**config.mk**
```make
export PLATFORM = sky130hd
export DESIGN_NAME = spiq_engine
export DESIGN_NICKNAME = d
export VERILOG_FILES = /design/src/rtl/spiq_pkg.sv /design/src/rtl/spiq_phase_timer.sv /design/src/rtl/spiq_slot_store.sv /design/src/rtl/spiq_sequencer.sv /design/src/rtl/spiq_engine.sv
export SDC_FILE = /design/constraint.sdc
export NUM_CORES = 1
export LEC_CHECK = 0
export BUFFER_PORTS_ARGS = -buffer_cell sky130_fd_sc_hd__buf_2
export CAP_MARGIN = 10
export CORE_MARGIN = 2
export CORE_UTILIZATION = 35
export CTS_CLUSTER_DIAMETER = 30
export DETAILED_ROUTE_END_ITERATION = 16
export SYNTH_ARGS = -nofsm -noshare
export SYNTH_HDL_FRONTEND = slang
export SYNTH_SLANG_ARGS = --single-unit
```
**constraint.sdc**
```tcl
create_clock -name clk -period 3.9 [get_ports clk]
set_clock_uncertainty 0.05 [all_clocks]
set_input_delay 0 -clock clk [delete_from_list [all_inputs] [get_ports clk]]
set_output_delay 0 -clock clk [all_outputs]
set_load 0.005 [all_outputs]
```
**src/rtl/spiq_pkg.sv**
```systemverilog
// Shared types of the queued SPI master.
// Assumes: one byte per slot, sequencer states encoded in two bits.
package spiq_pkg;
    localparam int BYTE_W = 8;

    typedef logic [BYTE_W-1:0] spiq_byte_t;

    typedef enum logic [1:0] {
        SQ_IDLE  = 2'd0,
        SQ_SHIFT = 2'd1,
        SQ_GAP   = 2'd2,
        SQ_FIN   = 2'd3
    } sq_state_e;
endpackage

```
**src/rtl/spiq_phase_timer.sv**
```systemverilog
// Half-period timer: ticks at the last cycle of each sck half period.
// Assumes: half_div is steady during a run; a value of 0 is treated as 1.
module spiq_phase_timer #(
    parameter int DIV_W = 8
) (
    input  logic             clk,
    input  logic             rst_n,
    input  logic             run,
    input  logic [DIV_W-1:0] half_div,
    output logic             tick
);
    logic [DIV_W-1:0] cnt_q;
    logic [DIV_W-1:0] lim;

    // Effective half-period length, never zero.
    assign lim  = (half_div == '0) ? DIV_W'(1) : half_div;
    assign tick = run && (cnt_q == lim - 1'b1);

    // Count cycles inside the current half period.
    always_ff @(posedge clk) begin
        if (!rst_n) begin
            cnt_q <= '0;
        end else if (!run || tick) begin
            cnt_q <= '0;
        end else begin
            cnt_q <= cnt_q + 1'b1;
        end
    end
endmodule

```
**src/rtl/spiq_slot_store.sv**
```systemverilog
// Queue storage: transmit byte, continue flag, chip-select field and
// received byte per slot. Host writes are dropped while a run is busy.
// Assumes: the engine is the only writer of received bytes.
module spiq_slot_store
    import spiq_pkg::*;
#(
    parameter int DEPTH = 16,
    parameter int AW    = 4,
    parameter int CSW   = 2
) (
    input  logic           clk,
    input  logic           rst_n,
    input  logic           busy,
    input  logic           host_we,
    input  logic [AW-1:0]  host_idx,
    input  spiq_byte_t     host_tx,
    input  logic           host_cont,
    input  logic [CSW-1:0] host_cs,
    input  logic [AW-1:0]  host_rd_idx,
    output spiq_byte_t     host_rx,
    input  logic [AW-1:0]  eng_idx,
    output spiq_byte_t     eng_tx,
    output logic           eng_cont,
    output logic [CSW-1:0] eng_cs,
    input  logic           rx_we,
    input  logic [AW-1:0]  rx_idx,
    input  spiq_byte_t     rx_data
);
    spiq_byte_t     tx_q   [DEPTH];
    spiq_byte_t     rx_q   [DEPTH];
    logic           cont_q [DEPTH];
    logic [CSW-1:0] cs_q   [DEPTH];

    // Slot register file with host and engine write ports.
    always_ff @(posedge clk) begin
        if (!rst_n) begin
            for (int s = 0; s < DEPTH; s++) begin
                tx_q[s]   <= '0;
                rx_q[s]   <= '0;
                cont_q[s] <= 1'b0;
                cs_q[s]   <= '0;
            end
        end else begin
            for (int s = 0; s < DEPTH; s++) begin
                if (host_we && !busy && host_idx == AW'(s)) begin
                    tx_q[s]   <= host_tx;
                    cont_q[s] <= host_cont;
                    cs_q[s]   <= host_cs;
                end
                if (rx_we && rx_idx == AW'(s)) begin
                    rx_q[s] <= rx_data;
                end
            end
        end
    end

    // Combinational read ports.
    assign eng_tx   = tx_q[eng_idx];
    assign eng_cont = cont_q[eng_idx];
    assign eng_cs   = cs_q[eng_idx];
    assign host_rx  = rx_q[host_rd_idx];
endmodule

```
**src/rtl/spiq_sequencer.sv**
```systemverilog
// Run sequencer: walks the slots, drives sck/mosi/cs_n in clock mode 3,
// samples miso on the rising half, handles gaps, end-of-run hold and the
// enable/done handshake.
// Assumes: slot data read combinationally at slot_idx in the same cycle.
module spiq_sequencer
    import spiq_pkg::*;
#(
    parameter int DEPTH = 16,
    parameter int NCS   = 4,
    parameter int AW    = 4,
    parameter int CSW   = 2
) (
    input  logic           clk,
    input  logic           rst_n,
    input  logic           go,
    input  logic           lock,
    input  logic           cont_after,
    input  logic           done_clr,
    input  logic           tick,
    input  logic           miso,
    input  logic [AW-1:0]  first_ptr,
    input  logic [AW-1:0]  last_ptr,
    output logic [AW-1:0]  slot_idx,
    input  spiq_byte_t     slot_tx,
    input  logic           slot_cont,
    input  logic [CSW-1:0] slot_cs,
    output logic           rx_we,
    output logic [AW-1:0]  rx_idx,
    output spiq_byte_t     rx_data,
    output logic           run,
    output logic           hold,
    output logic           busy,
    output logic           done,
    output logic           sck,
    output logic           mosi,
    output logic [NCS-1:0] cs_n
);
    sq_state_e      state_q;
    logic [AW-1:0]  ptr_q, last_q, nxt_ptr;
    logic [2:0]     bit_q;
    spiq_byte_t     txsh_q;
    logic [6:0]     rxsh_q;
    logic           cur_cont_q, keep_q;
    logic           sck_q, mosi_q, busy_q, done_q, hold_q;
    logic [NCS-1:0] csn_q, csn_sel;

    // Decode the slot's chip-select field into active-low lines.
    for (genvar c = 0; c < NCS; c++) begin : g_csdec
        assign csn_sel[c] = (slot_cs != CSW'(c));
    end

    // Next slot index with wrap at the queue end.
    assign nxt_ptr = (ptr_q == AW'(DEPTH - 1)) ? '0 : ptr_q + 1'b1;

    // Storage address: start slot when idle, pending slot in a gap, else next.
    always_comb begin
        case (state_q)
            SQ_IDLE: slot_idx = first_ptr;
            SQ_GAP:  slot_idx = ptr_q;
            default: slot_idx = nxt_ptr;
        endcase
    end

    // Store the received byte on the eighth rising-half sample.
    assign rx_we   = (state_q == SQ_SHIFT) && tick && !sck_q && (bit_q == 3'd0);
    assign rx_idx  = ptr_q;
    assign rx_data = {rxsh_q, miso};
    assign run     = (state_q == SQ_SHIFT) || (state_q == SQ_GAP);

    // Main sequencing register process.
    always_ff @(posedge clk) begin
        if (!rst_n) begin
            state_q    <= SQ_IDLE;
            ptr_q      <= '0;
            last_q     <= '0;
            bit_q      <= 3'd7;
            txsh_q     <= '0;
            rxsh_q     <= '0;
            cur_cont_q <= 1'b0;
            keep_q     <= 1'b0;
            sck_q      <= 1'b1;
            mosi_q     <= 1'b1;
            busy_q     <= 1'b0;
            done_q     <= 1'b0;
            hold_q     <= 1'b0;
            csn_q      <= '1;
        end else begin
            if (done_clr) begin
                done_q <= 1'b0;
            end
            case (state_q)
                SQ_IDLE: begin
                    if (go) begin
                        state_q    <= SQ_SHIFT;
                        busy_q     <= 1'b1;
                        hold_q     <= 1'b0;
                        keep_q     <= cont_after;
                        last_q     <= last_ptr;
                        ptr_q      <= first_ptr;
                        bit_q      <= 3'd7;
                        txsh_q     <= slot_tx;
                        mosi_q     <= slot_tx[7];
                        sck_q      <= 1'b0;
                        csn_q      <= csn_sel;
                        cur_cont_q <= slot_cont;
                    end else if (hold_q && !lock) begin
                        hold_q <= 1'b0;
                        csn_q  <= '1;
                    end
                end
                SQ_SHIFT: begin
                    if (tick) begin
                        if (!sck_q) begin
                            sck_q  <= 1'b1;
                            rxsh_q <= {rxsh_q[5:0], miso};
                        end else if (bit_q != 3'd0) begin
                            sck_q  <= 1'b0;
                            bit_q  <= bit_q - 1'b1;
                            txsh_q <= {txsh_q[6:0], 1'b0};
                            mosi_q <= txsh_q[6];
                        end else if (ptr_q == last_q) begin
                            state_q <= SQ_FIN;
                            busy_q  <= 1'b0;
                            if (lock && keep_q) begin
                                hold_q <= 1'b1;
                            end else begin
                                csn_q <= '1;
                            end
                        end else if (cur_cont_q) begin
                            ptr_q      <= nxt_ptr;
                            bit_q      <= 3'd7;
                            txsh_q     <= slot_tx;
                            mosi_q     <= slot_tx[7];
                            sck_q      <= 1'b0;
                            csn_q      <= csn_sel;
                            cur_cont_q <= slot_cont;
                        end else begin
                            ptr_q   <= nxt_ptr;
                            state_q <= SQ_GAP;
                            csn_q   <= '1;
                        end
                    end
                end
                SQ_GAP: begin
                    if (tick) begin
                        state_q    <= SQ_SHIFT;
                        bit_q      <= 3'd7;
                        txsh_q     <= slot_tx;
                        mosi_q     <= slot_tx[7];
                        sck_q      <= 1'b0;
                        csn_q      <= csn_sel;
                        cur_cont_q <= slot_cont;
                    end
                end
                default: begin
                    done_q  <= 1'b1;
                    state_q <= SQ_IDLE;
                end
            endcase
        end
    end

    assign hold = hold_q;
    assign busy = busy_q;
    assign done = done_q;
    assign sck  = sck_q;
    assign mosi = mosi_q;
    assign cs_n = csn_q;
endmodule

```
**src/rtl/spiq_engine.sv**
```systemverilog
// Top of the queued SPI master: slot storage, half-period timer and sequencer.
// Assumes: host inputs are synchronous to clk; miso is synchronous or slow.
module spiq_engine
    import spiq_pkg::*;
#(
    parameter int DEPTH = 16,
    parameter int NCS   = 4,
    parameter int DIV_W = 8,
    localparam int AW   = $clog2(DEPTH),
    localparam int CSW  = $clog2(NCS)
) (
    input  logic             clk,
    input  logic             rst_n,
    input  logic             qwr_en,
    input  logic [AW-1:0]    qwr_idx,
    input  logic [7:0]       qwr_tx,
    input  logic             qwr_cont,
    input  logic [CSW-1:0]   qwr_cs,
    input  logic [AW-1:0]    rd_idx,
    output logic [7:0]       rd_rx,
    input  logic [AW-1:0]    first_ptr,
    input  logic [AW-1:0]    last_ptr,
    input  logic             go,
    input  logic             lock,
    input  logic             cont_after,
    input  logic             done_clr,
    input  logic [DIV_W-1:0] half_div,
    output logic             busy,
    output logic             done,
    output logic             sck,
    output logic             mosi,
    input  logic             miso,
    output logic [NCS-1:0]   cs_n
);
    logic           tick_w, run_w, hold_w, rx_we_w, eng_cont_w;
    logic [AW-1:0]  eng_idx_w, rx_idx_w;
    spiq_byte_t     eng_tx_w, rx_data_w;
    logic [CSW-1:0] eng_cs_w;

    spiq_phase_timer #(.DIV_W(DIV_W)) u_timer (
        .clk      (clk),
        .rst_n    (rst_n),
        .run      (run_w),
        .half_div (half_div),
        .tick     (tick_w)
    );

    spiq_slot_store #(.DEPTH(DEPTH), .AW(AW), .CSW(CSW)) u_store (
        .clk         (clk),
        .rst_n       (rst_n),
        .busy        (busy),
        .host_we     (qwr_en),
        .host_idx    (qwr_idx),
        .host_tx     (qwr_tx),
        .host_cont   (qwr_cont),
        .host_cs     (qwr_cs),
        .host_rd_idx (rd_idx),
        .host_rx     (rd_rx),
        .eng_idx     (eng_idx_w),
        .eng_tx      (eng_tx_w),
        .eng_cont    (eng_cont_w),
        .eng_cs      (eng_cs_w),
        .rx_we       (rx_we_w),
        .rx_idx      (rx_idx_w),
        .rx_data     (rx_data_w)
    );

    spiq_sequencer #(.DEPTH(DEPTH), .NCS(NCS), .AW(AW), .CSW(CSW)) u_seq (
        .clk        (clk),
        .rst_n      (rst_n),
        .go         (go),
        .lock       (lock),
        .cont_after (cont_after),
        .done_clr   (done_clr),
        .tick       (tick_w),
        .miso       (miso),
        .first_ptr  (first_ptr),
        .last_ptr   (last_ptr),
        .slot_idx   (eng_idx_w),
        .slot_tx    (eng_tx_w),
        .slot_cont  (eng_cont_w),
        .slot_cs    (eng_cs_w),
        .rx_we      (rx_we_w),
        .rx_idx     (rx_idx_w),
        .rx_data    (rx_data_w),
        .run        (run_w),
        .hold       (hold_w),
        .busy       (busy),
        .done       (done),
        .sck        (sck),
        .mosi       (mosi),
        .cs_n       (cs_n)
    );
endmodule

```
# Word-level counts from Yosys, hierarchy flattened
# Memory sizes are Yosys's and may differ from the RTL's.
# Cells that the tools add are included.
# totals
output_inout_bits,16
mem_bits_rw,304
n_memories,4
register_bits,46
wordCells,450
in_bits,43
# mem_list
name,depth,width,rd,rd_clocked_by_memory_dff,write_ports,line_no,rtl
u_store.rx_q,16,8,1,0,16,spiq_slot_store.sv:30,spiq_byte_t rx_q [DEPTH];
u_store.tx_q,16,8,1,0,16,spiq_slot_store.sv:29,spiq_byte_t tx_q [DEPTH];
u_store.cs_q,16,2,1,0,16,spiq_slot_store.sv:32,logic [CSW-1:0] cs_q [DEPTH];
u_store.cont_q,16,1,1,0,16,spiq_slot_store.sv:31,logic cont_q [DEPTH];
# op_classes
eq_ne,51
n_mux,244
add_sub_neg,4
n_bitwise,66
reduce_logical,66
# op_table
operator,count
$mux 8,33
$mux 1,148
$eq 4x4->1 const B,16
$or 1x1->1,64
$mux 4,15
$mux 7,7
$mux 2,23
$logic_and 1x1->1,39
$eq 4x3->1 const B,8
$reduce_and 7->1,4
$mux 3,7
$pmux 7 s3,1
$reduce_and 6->1,3
$eq 4x2->1 const B,4
$pmux 4 s2,2
$ne 2x2->1 const B,7
$pmux 4 s3,1
$ne 2x1->1 const B,5
$ne 3x3->1 const B,3
$pmux 1 s3,3
$pmux 3 s3,1
$add 8x1->8 const B,1
$eq 4x1->1 const B,2
$eq 8x8->1,1
23 further kinds,33

# Longest topological paths before layout
# Gate-level depths: netlist (run 1).
# logic_depth
word_depth,13
mapped_depth,14
ltp_nobuf,12

# Cells and area by module
# Synthesis (run 1) repeated with hierarchy kept, for this count alone.
# hier_totals
hier_cells,1160
hier_area_um2,15582.4
# modules_own_cells
mod,area_each_um2,cells_each,n_inst,seq_area_each_um2
spiq_slot_store,12867.3,833,1,9038.7
spiq_sequencer,2064.5,255,1,760.7
spiq_phase_timer,650.6,72,1,160.2

# Least setup slack after synthesis (run 1)
# No wires, ideal clock.
# synth_path
kind,input to register
start,input half_div[3]
end,memory u_store.rx_q[12][0] (netlist bit) (enable)
cell_stages,11
required_time_ns,3.466
n_path_buf,0
setup_ns,0.384
arrival_ns,2.677
path_slack_ns,0.789
cell_sequence,nor4_4 and3_1 nor2_1 ha_1 nor3b_1 xnor2_1 a2111oi_4 nand4_2 nor3_1 nand4_1 o21ai_0
# synth_rtl
element,line_no,rtl
start: declaration,spiq_engine.sv:27,"input logic [DIV_W-1:0] half_div,"
end: declaration,spiq_slot_store.sv:30,

# Final worst setup path (run 1)
# layout_path
start,"register u_seq.ptr_q[0], in the netlist u_seq.rx_idx[0]"
end,register u_seq.txsh_q[2]
# layout_via
elab_chain_len,10
word_cells_on_any_way,16
cone_classes,add/sub (1); eq/ne (3); mux (10); reduce/logical (1); memory (1)
# layout_rtl
element,line_no,rtl
start: declaration,spiq_sequencer.sv:39,"logic [AW-1:0] ptr_q, last_q, nxt_ptr;"
start signal: assignment,spiq_sequencer.sv:99,ptr_q <= first_ptr;
start signal: assignment,spiq_sequencer.sv:130,ptr_q <= nxt_ptr;
start signal: assignment,spiq_sequencer.sv:138,ptr_q <= nxt_ptr;
$add 4x1->4 or $eq 4x4->1 (tied branches),spiq_sequencer.sv:53,assign nxt_ptr = (ptr_q == AW'(DEPTH - 1)) ? '0 : ptr_q + 1'b1;
$mux 4,spiq_sequencer.sv:53,
$pmux 4 s2,spiq_sequencer.sv:57,case (state_q)
$mem_v2 16x8,--,
$mux 7,spiq_sequencer.sv:129,end else if (cur_cont_q) begin
$mux 7,spiq_sequencer.sv:121,end else if (ptr_q == last_q) begin
$mux 7,spiq_sequencer.sv:116,end else if (bit_q != 3'd0) begin
$mux 7,spiq_sequencer.sv:113,if (!sck_q) begin
$mux 7,spiq_sequencer.sv:112,if (tick) begin
$pmux 7 s3,spiq_sequencer.sv:91,case (state_q)
end signal: assignment,spiq_sequencer.sv:101,txsh_q <= slot_tx;
end signal: assignment,spiq_sequencer.sv:119,"txsh_q <= {txsh_q[6:0], 1'b0};"
end signal: assignment,spiq_sequencer.sv:132,txsh_q <= slot_tx;
end: declaration,spiq_sequencer.sv:41,spiq_byte_t txsh_q;
# Parallel ways exist; a longest one is shown, timed or not. The select of a mux whose other input is x is not followed.
# A chain may end at the register's enable or synchronous reset.

==> results of run 1 <==
==> power groups by stage <==
stage          Sequential (mW)  Clock [mW]  Combinational, mW
3_5_place_dp              4.52           0               3.87
5_1_grt                   4.48        6.36               4.28
6_report                  4.46        6.09               3.95
2_1_floorplan             4.47           0               2.47
3_3_place_gp              4.51           0               3.84
4_1_cts                   4.46        6.16               3.94
==> cells in the mapped netlist, types with 10 or more instances <==
master | instances | area [sq um]
a311oi_1 | 12 | 105
mux2i_1 | 35 | 350
mux4_2 | 40 | 901
o21ai_0 | 24 | 120
nand2_1 | 242 | 908
inv_1 | 34 | 128
ha_1 | 12 | 150
xnor2_1 | 11 | 96.3
nor2_1 | 226 | 848
nand3_1 | 74 | 370
edfxtp_1 | 295 | 8860
buf_1 | 14 | 52.6
a21oi_1 | 21 | 105
clkbuf_1 | 70 | 263
a31oi_1 | 16 | 100
dfxtp_1 | 55 | 1100
and3_1 | 21 | 131
a32oi_1 | 10 | 87.6
==> per-stage QoR <==
step                total power, mW  std cells
finish                         14.5       2115
global route                   15.1       2115
CTS                            14.6       2115
detailed placement             8.39       1953
global placement               8.36       1953
floorplan                      6.94       1344
==> how the worst min path moves through the flow <==
stage | start | end | cells past startpoint
CTS | qwr_idx[3] | u_store.tx_q[13][5] | 3
global route | qwr_idx[3] | u_store.tx_q[13][5] | 3
detailed placement | last_ptr[3] | u_seq.last_q[3] | 3
global placement | last_ptr[1] | u_seq.last_q[1] | 3
finish | qwr_idx[3] | u_store.tx_q[13][5] | 3
floorplan | miso | u_seq.rxsh_q[0] | 2
==> critical path: cells and delay by family (launching register included) <==
kind                     cells  cell delay, ns
AND/OR/NAND/NOR              3            0.25
adder cells (fa/ha/maj)      1            0.34
buffers and inverters        1            0.38
multiplexers                 1            0.17
flip-flops                   1            0.32
AO/OA/AOI/OAI                4            1.74
==> per-layer routing <==
| metal | part of all wire | track usage | vias to the layer above |
|---|---|---|---|
| li1 | - | - | 5112 |
| met1 | 0.43 | 0.242 | 5496 |
| met2 | 0.48 | 0.300 | 392 |
| met3 | 0.061 | 0.0340 | 82 |
| met4 | 0.025 | 0.0646 | 0 |
| met5 | 0 | 0 | - |
==> area by class of cell <==
class / instances / share of cell area
sequential: 350 / 0.509
inverter: 35 / 0.00671
clock buffer: 87 / 0.0971
timing repair buffer: 137 / 0.0500
multi-input combinational: 867 / 0.272
clock inverter: 47 / 0.0275
tap: 592 / 0.0379
==> what timing repair did <==
item                                   in CTS  in global routing
endpoints found under the hold margin      33                  0
hold buffers                               28                  0
setup endpoints to repair                   0                  0
==> flip-flops by register name, indices dropped and copies added (netlist names), 7 cells and up <==
name            count
u_seq.rxsh_q        7
u_seq.txsh_q        7
u_store.cont_q     16
u_store.cs_q       32
u_store.rx_q      128
u_store.tx_q      128
u_timer.cnt_q       8
==> logic make-up after synthesis <==
group | share of synthesized area
and+or+nand+nor | 0.172
DFF | 0.633
AOI/OAI and AO/OA | 0.0629
buffers and inverters | 0.0311
muxes | 0.0802
xor gates and xnor gates | 0.0114
adders and majority gates | 0.00954
==> metrics.cfg, run 1 <==
[sta]
timing.setup.tns_ns = 0
setup_violations = 0
worst_slack_ns = 0.515
finalCritPeriodShare = 0.868
worst_pin_slew_ns = 1.13
grt_setup_unrepaired = no
hold_violations = 0
slew_viol_final = 0
period_needed_ns = 3.39
slew_headroom = 0.249
hold_slack_ns = 0.0346
fmax_ghz = 0.295

[clocking]
cts-root-buf = clkbuf_16
cts_resized = 0
insertion_delay_ns = 0.58
cts_setup_buffers = 0
htree_levels = 3
cts_buffer_depth = 3
clock-sinks = 350
cts_tree = built
cts_buffers = 72
path_clk_slew_ns = 0.05

[setup_path]
crit_required_ns = 4.34
reg2reg_depth = 10
slowest_delay_ns = 0.69
endpoint = u_seq.txsh_q[2]
critPathLaunchType = register
crit_arrival_ns = 3.83
cpMaxStageDelayCell = a21o_2
rr_endpoint = u_seq.txsh_q[2]
worstSetupStartpoint = u_seq.rx_idx[0]
rr_startpoint = u_seq.rx_idx[0]
path_max_fanout = 33
r2r_setup_slack_ns = 0.51
path_cells = ha_1 -> a31oi_1 -> a21o_2 -> buf_4 -> nand2_1 -> nand3_1 -> nand3_1 -> a31oi_1 -> mux2i_1 -> o31ai_2
worst_setup_path_end_kind = register
criticalPathCategory = reg -> reg

[drt]
viasPerCell = 5.24
finalWirelength_um = 42200
antenna_left = 0
post-route-drc-count = 0
vias = 11082
drt-initial-drc-count = 871
drtPass1Iterations = 7
wl_per_cell_um = 20.0

[global_route]
grt_overflow = 0
grt_util_all_layers = 0.182
antenna_found_initial = 0
grt_start_max_net_pins = 54
grt_pass1_vias = 11096
grt_pass1_wl_um = 65200

[synth]
syn_area_sq_um = 15700
synthArstFlopShare = 0
synth-edff-count = 295
synth-main-ff-cell = edfxtp_1
syn_inst = 1344
syn_avg_cell_area_sq_um = 11.7
ys_types = 74
synth-seq-area-share = 0.633
synth-seq-cells = 350
syn_nets = 1399
yosysWarnings = 0

[layout]
fillers = 4066
stdcell_area_sq_um = 19600
post_route_cells_drive_above_1_share = 0.192
fin_util = 0.442
seqCellArea_sq_um = 9960
insertedDiodeCount = 0
nNetsFinal = 1518
layout_common_cells = edfxtp_1 (295), nand2_1 (242), nor2_1 (226)
final_common_cell = edfxtp_1
multiInputGateArea_sq_um = 5320
area_delta_synth_final_pct = 24.3

[placed_design]
hpwl_um = 27900
gp_congestion = 0.845
place_area_sq_um = 16800
portBuffers = 58
preCtsSetupSlack_ns = 0.187

[floorplanning]
start_util = 0.355
rows = 77
io_pins = 59
die_h_um = 216
die_x_um = 216
dieArea_sq_um = 46700
core-area_sq_um = 44300

[power]
p_per_area_nw_per_um2 = 741
ir_drop_mv = 0.466
p_int_mw = 9.74
switchingPower_mw = 4.76
power.leakage_nw = 7.37
pwr-share-seq = 0.307
swShare = 0.328
pwr-share-comb = 0.273
pwr-share-clk = 0.420

[min_path]
min-delay-path-class = in -> reg

[outcome]
status = completed

[flow_run]
maxCapViolCount = 0

Note: power is estimated with default switching activity, not from simulation.
==> inputs of run 2 (changes only) <==
--- a/config.mk
+++ b/config.mk
@@ -5,12 +5,14 @@
 export SDC_FILE = /design/constraint.sdc
 export NUM_CORES = 1
 export LEC_CHECK = 0
-export BUFFER_PORTS_ARGS = -buffer_cell sky130_fd_sc_hd__buf_2
+export BUFFER_PORTS_ARGS = -buffer_cell sky130_fd_sc_hd__buf_4
 export CAP_MARGIN = 10
+export CORE_ASPECT_RATIO = 1.75
 export CORE_MARGIN = 2
-export CORE_UTILIZATION = 35
+export CORE_UTILIZATION = 50
 export CTS_CLUSTER_DIAMETER = 30
 export DETAILED_ROUTE_END_ITERATION = 16
+export PLACE_DENSITY = 0.67
 export SYNTH_ARGS = -nofsm -noshare
 export SYNTH_HDL_FRONTEND = slang
 export SYNTH_SLANG_ARGS = --single-unit
==> metrics.cfg, run 2 (same netlist as run 1, synthesis figures left out) <==
[clocking]
clock-sinks = 350  ; unchanged
htree_levels = 2  ; -1
path_clk_slew_ns = 0.06  ; about the same
insertion_delay_ns = 0.54  ; -0.04 ns
cts_buffer_depth = 3  ; unchanged
cts_tree = built
cts_buffers = 42  ; -42%
cts-root-buf = clkbuf_16

[placed_design]
hpwl_um = 29200  ; +4.6%
preCtsSetupSlack_ns = 0.0576  ; -0.129 ns
portBuffers = 58  ; unchanged
gp_congestion = 0.912  ; +8.0%

[min_path]
hold_start = qwr_tx[7]
holdPathStages = 3  ; unchanged
hold-path-endpoint = u_store.tx_q[7][7]
min-delay-path-class = in -> reg

[drt]
highest_layer = met4
wl_met1_um = 13600  ; -26%
viasPerCell = 5.76  ; +9.9%
dr_wl_met2_um = 23900  ; +17%
drtPass1Iterations = 5  ; -2
vias = 10754  ; -3.0%
dr_wl_met3_um = 1310  ; -49%
antenna_left = 0  ; unchanged
finalWirelength_um = 40900  ; -3.1%
drt-initial-drc-count = 781  ; -10%
wl_per_cell_um = 21.9  ; +9.8%
post-route-drc-count = 0  ; unchanged

[sta]
slew_viol_final = 0  ; unchanged
worst_slack_ns = 0.282  ; -0.233 ns
finalCritPeriodShare = 0.928  ; +0.0597
hold_violations = 0  ; unchanged
slew_headroom = 0.317  ; +0.0676
hold_slack_ns = 0.0408  ; +0.00616 ns
fmax_ghz = 0.276  ; -6.4%
worst_pin_slew_ns = 1.02  ; -0.105 ns
period_needed_ns = 3.62  ; +0.233 ns
grt_setup_unrepaired = no
setup_violations = 0  ; unchanged
timing.setup.tns_ns = 0  ; unchanged

[layout]
final_common_cell = edfxtp_1
fin_util = 0.591  ; +0.149
insertedDiodeCount = 0  ; unchanged
nNetsFinal = 1493  ; -1.6%
seqCellArea_sq_um = 9960  ; unchanged
layout_common_cells = edfxtp_1 (295), nand2_1 (242), nor2_1 (225)
fillers = 2574  ; -37%
top_regs = u_store.rx_q (128), u_store.tx_q (128), u_store.cs_q (32)
area_delta_synth_final_pct = 17.1
multiInputGateArea_sq_um = 5320  ; about the same
post_route_cells_drive_above_1_share = 0.167  ; -0.0252

[global_route]
grt_overflow = 0  ; unchanged
grt_util_all_layers = 0.250  ; +0.0678
grt_pass1_vias = 11119  ; +0.21%
grt_start_max_net_pins = 51  ; -5.6%
antenna_found_initial = 0  ; unchanged
grt_pass1_wl_um = 62700  ; -3.8%

[setup_path]
crit_required_ns = 4.27  ; -0.07 ns
criticalPathCategory = reg -> reg
crit_arrival_ns = 3.99  ; +0.16 ns
worst_setup_path_end_kind = register
r2r_setup_slack_ns = 0.28  ; -0.23 ns
rr_startpoint = u_seq.rx_idx[0]
path_max_fanout = 10  ; -70%
critPathLaunchType = register
rr_endpoint = u_seq.cs_n[1]
reg2reg_depth = 9  ; -1

[floorplanning]
io_pins = 59  ; unchanged
die_x_um = 138  ; -36%
die_h_um = 239  ; +10%
rows = 86  ; +12%
core-area_sq_um = 31200  ; -30%
start_util = 0.504  ; +0.149
dieArea_sq_um = 33000  ; -29%

[power]
ir_drop_mv = 0.538  ; +15%
p_per_area_nw_per_um2 = 663  ; -11%
finalPower_mw = 12.2  ; -16%
power.leakage_nw = 6.94  ; -5.8%

[outcome]
status = completed

[flow_run]
maxCapViolCount = 0  ; unchanged

run 2: cell types whose count changed in the layout (fill, tap and decap cells not counted), moves of 4 or more:
cell,previous run,this run
clkinvlp_4,10,2
clkbuf_16,73,43
buf_2,58,0
bufinv_16,8,3
buf_4,49,110
clkinv_4,2,6
clkinv_2,10,6
clkbuf_1,12,6
run 2: final cells by class:
cell class                      instances  area share
Timing Repair Buffer                  142      0.0627
Clock inverter                         28      0.0150
Sequential cell                       350       0.540
Clock buffer                           49      0.0596
Inverter                               35     0.00712
Multi-Input combinational cell        867       0.289
Tap cell                              396      0.0269
run 2: worst max path at each step:
| stage | depth (start not counted) | start | slack (ns) | endpoint |
|---|---|---|---|---|
| 2_1_floorplan | 11 | half_div[3] | 0.79 | u_store.rx_q[12][0] |
| 6_report | 9 | u_seq.rx_idx[0] | 0.28 | u_seq.cs_n[1] |
| 5_1_grt | 9 | u_seq.rx_idx[0] | 0.02 | u_seq.cs_n[1] |
| 4_1_cts | 9 | u_seq.rx_idx[0] | 0.08 | u_seq.cs_n[0] |
| 3_5_place_dp | 13 | half_div[3] | 0.06 | u_store.rx_q[5][3] |
| 3_3_place_gp | 9 | u_seq.rx_idx[0] | 0.1 | u_seq.cs_n[2] |
run 2: repair_timing:
| action | 4_1_cts | 5_1_grt |
|---|---|---|
| endpoints found under the setup margin | 0 | 4 |
| gates resized for setup | 0 | 1 |
| hold endpoints to repair | 45 | 0 |
| buffers inserted | 0 | 0 |
| hold buffers | 31 | 0 |
run 2: power by group:
group	switching (mW)	leakage [nW]	internal [mW]	total, mW
combinational	2.49	2.85	1.41	3.90
sequential	0.167	3.42	4.31	4.48
clock	1.58	0.671	2.26	3.84
total	4.24	6.94	7.98	12.2
run 2: metal layers:
layer  track usage  vias to the layer above
met1         0.243                     5310
li1              -                     5025
met5             0                        -
met4         0.134                        0
met2         0.506                      299
met3        0.0280                      120
run 2: stage by stage:
| stage | cell area (sq um) | cells |
|---|---|---|
| after floorplan | 15700 | 1344 |
| after global placement | 16800 | 1759 |
| after detailed placement | 16800 | 1759 |
| after CTS | 18400 | 1867 |
| after global routing | 18400 | 1867 |
| final | 18400 | 1867 |
run 2: worst max-delay path: stages, from the launching register on:
cell      delay (ns)
dfxtp_1         0.53
ha_1            0.48
nor4b_1         0.45
a221o_1         0.55
nor2_2          0.29
a32oi_1         0.44
mux2i_1         0.18
o221ai_1        0.26
a21oi_1         0.11
o22a_1          0.16
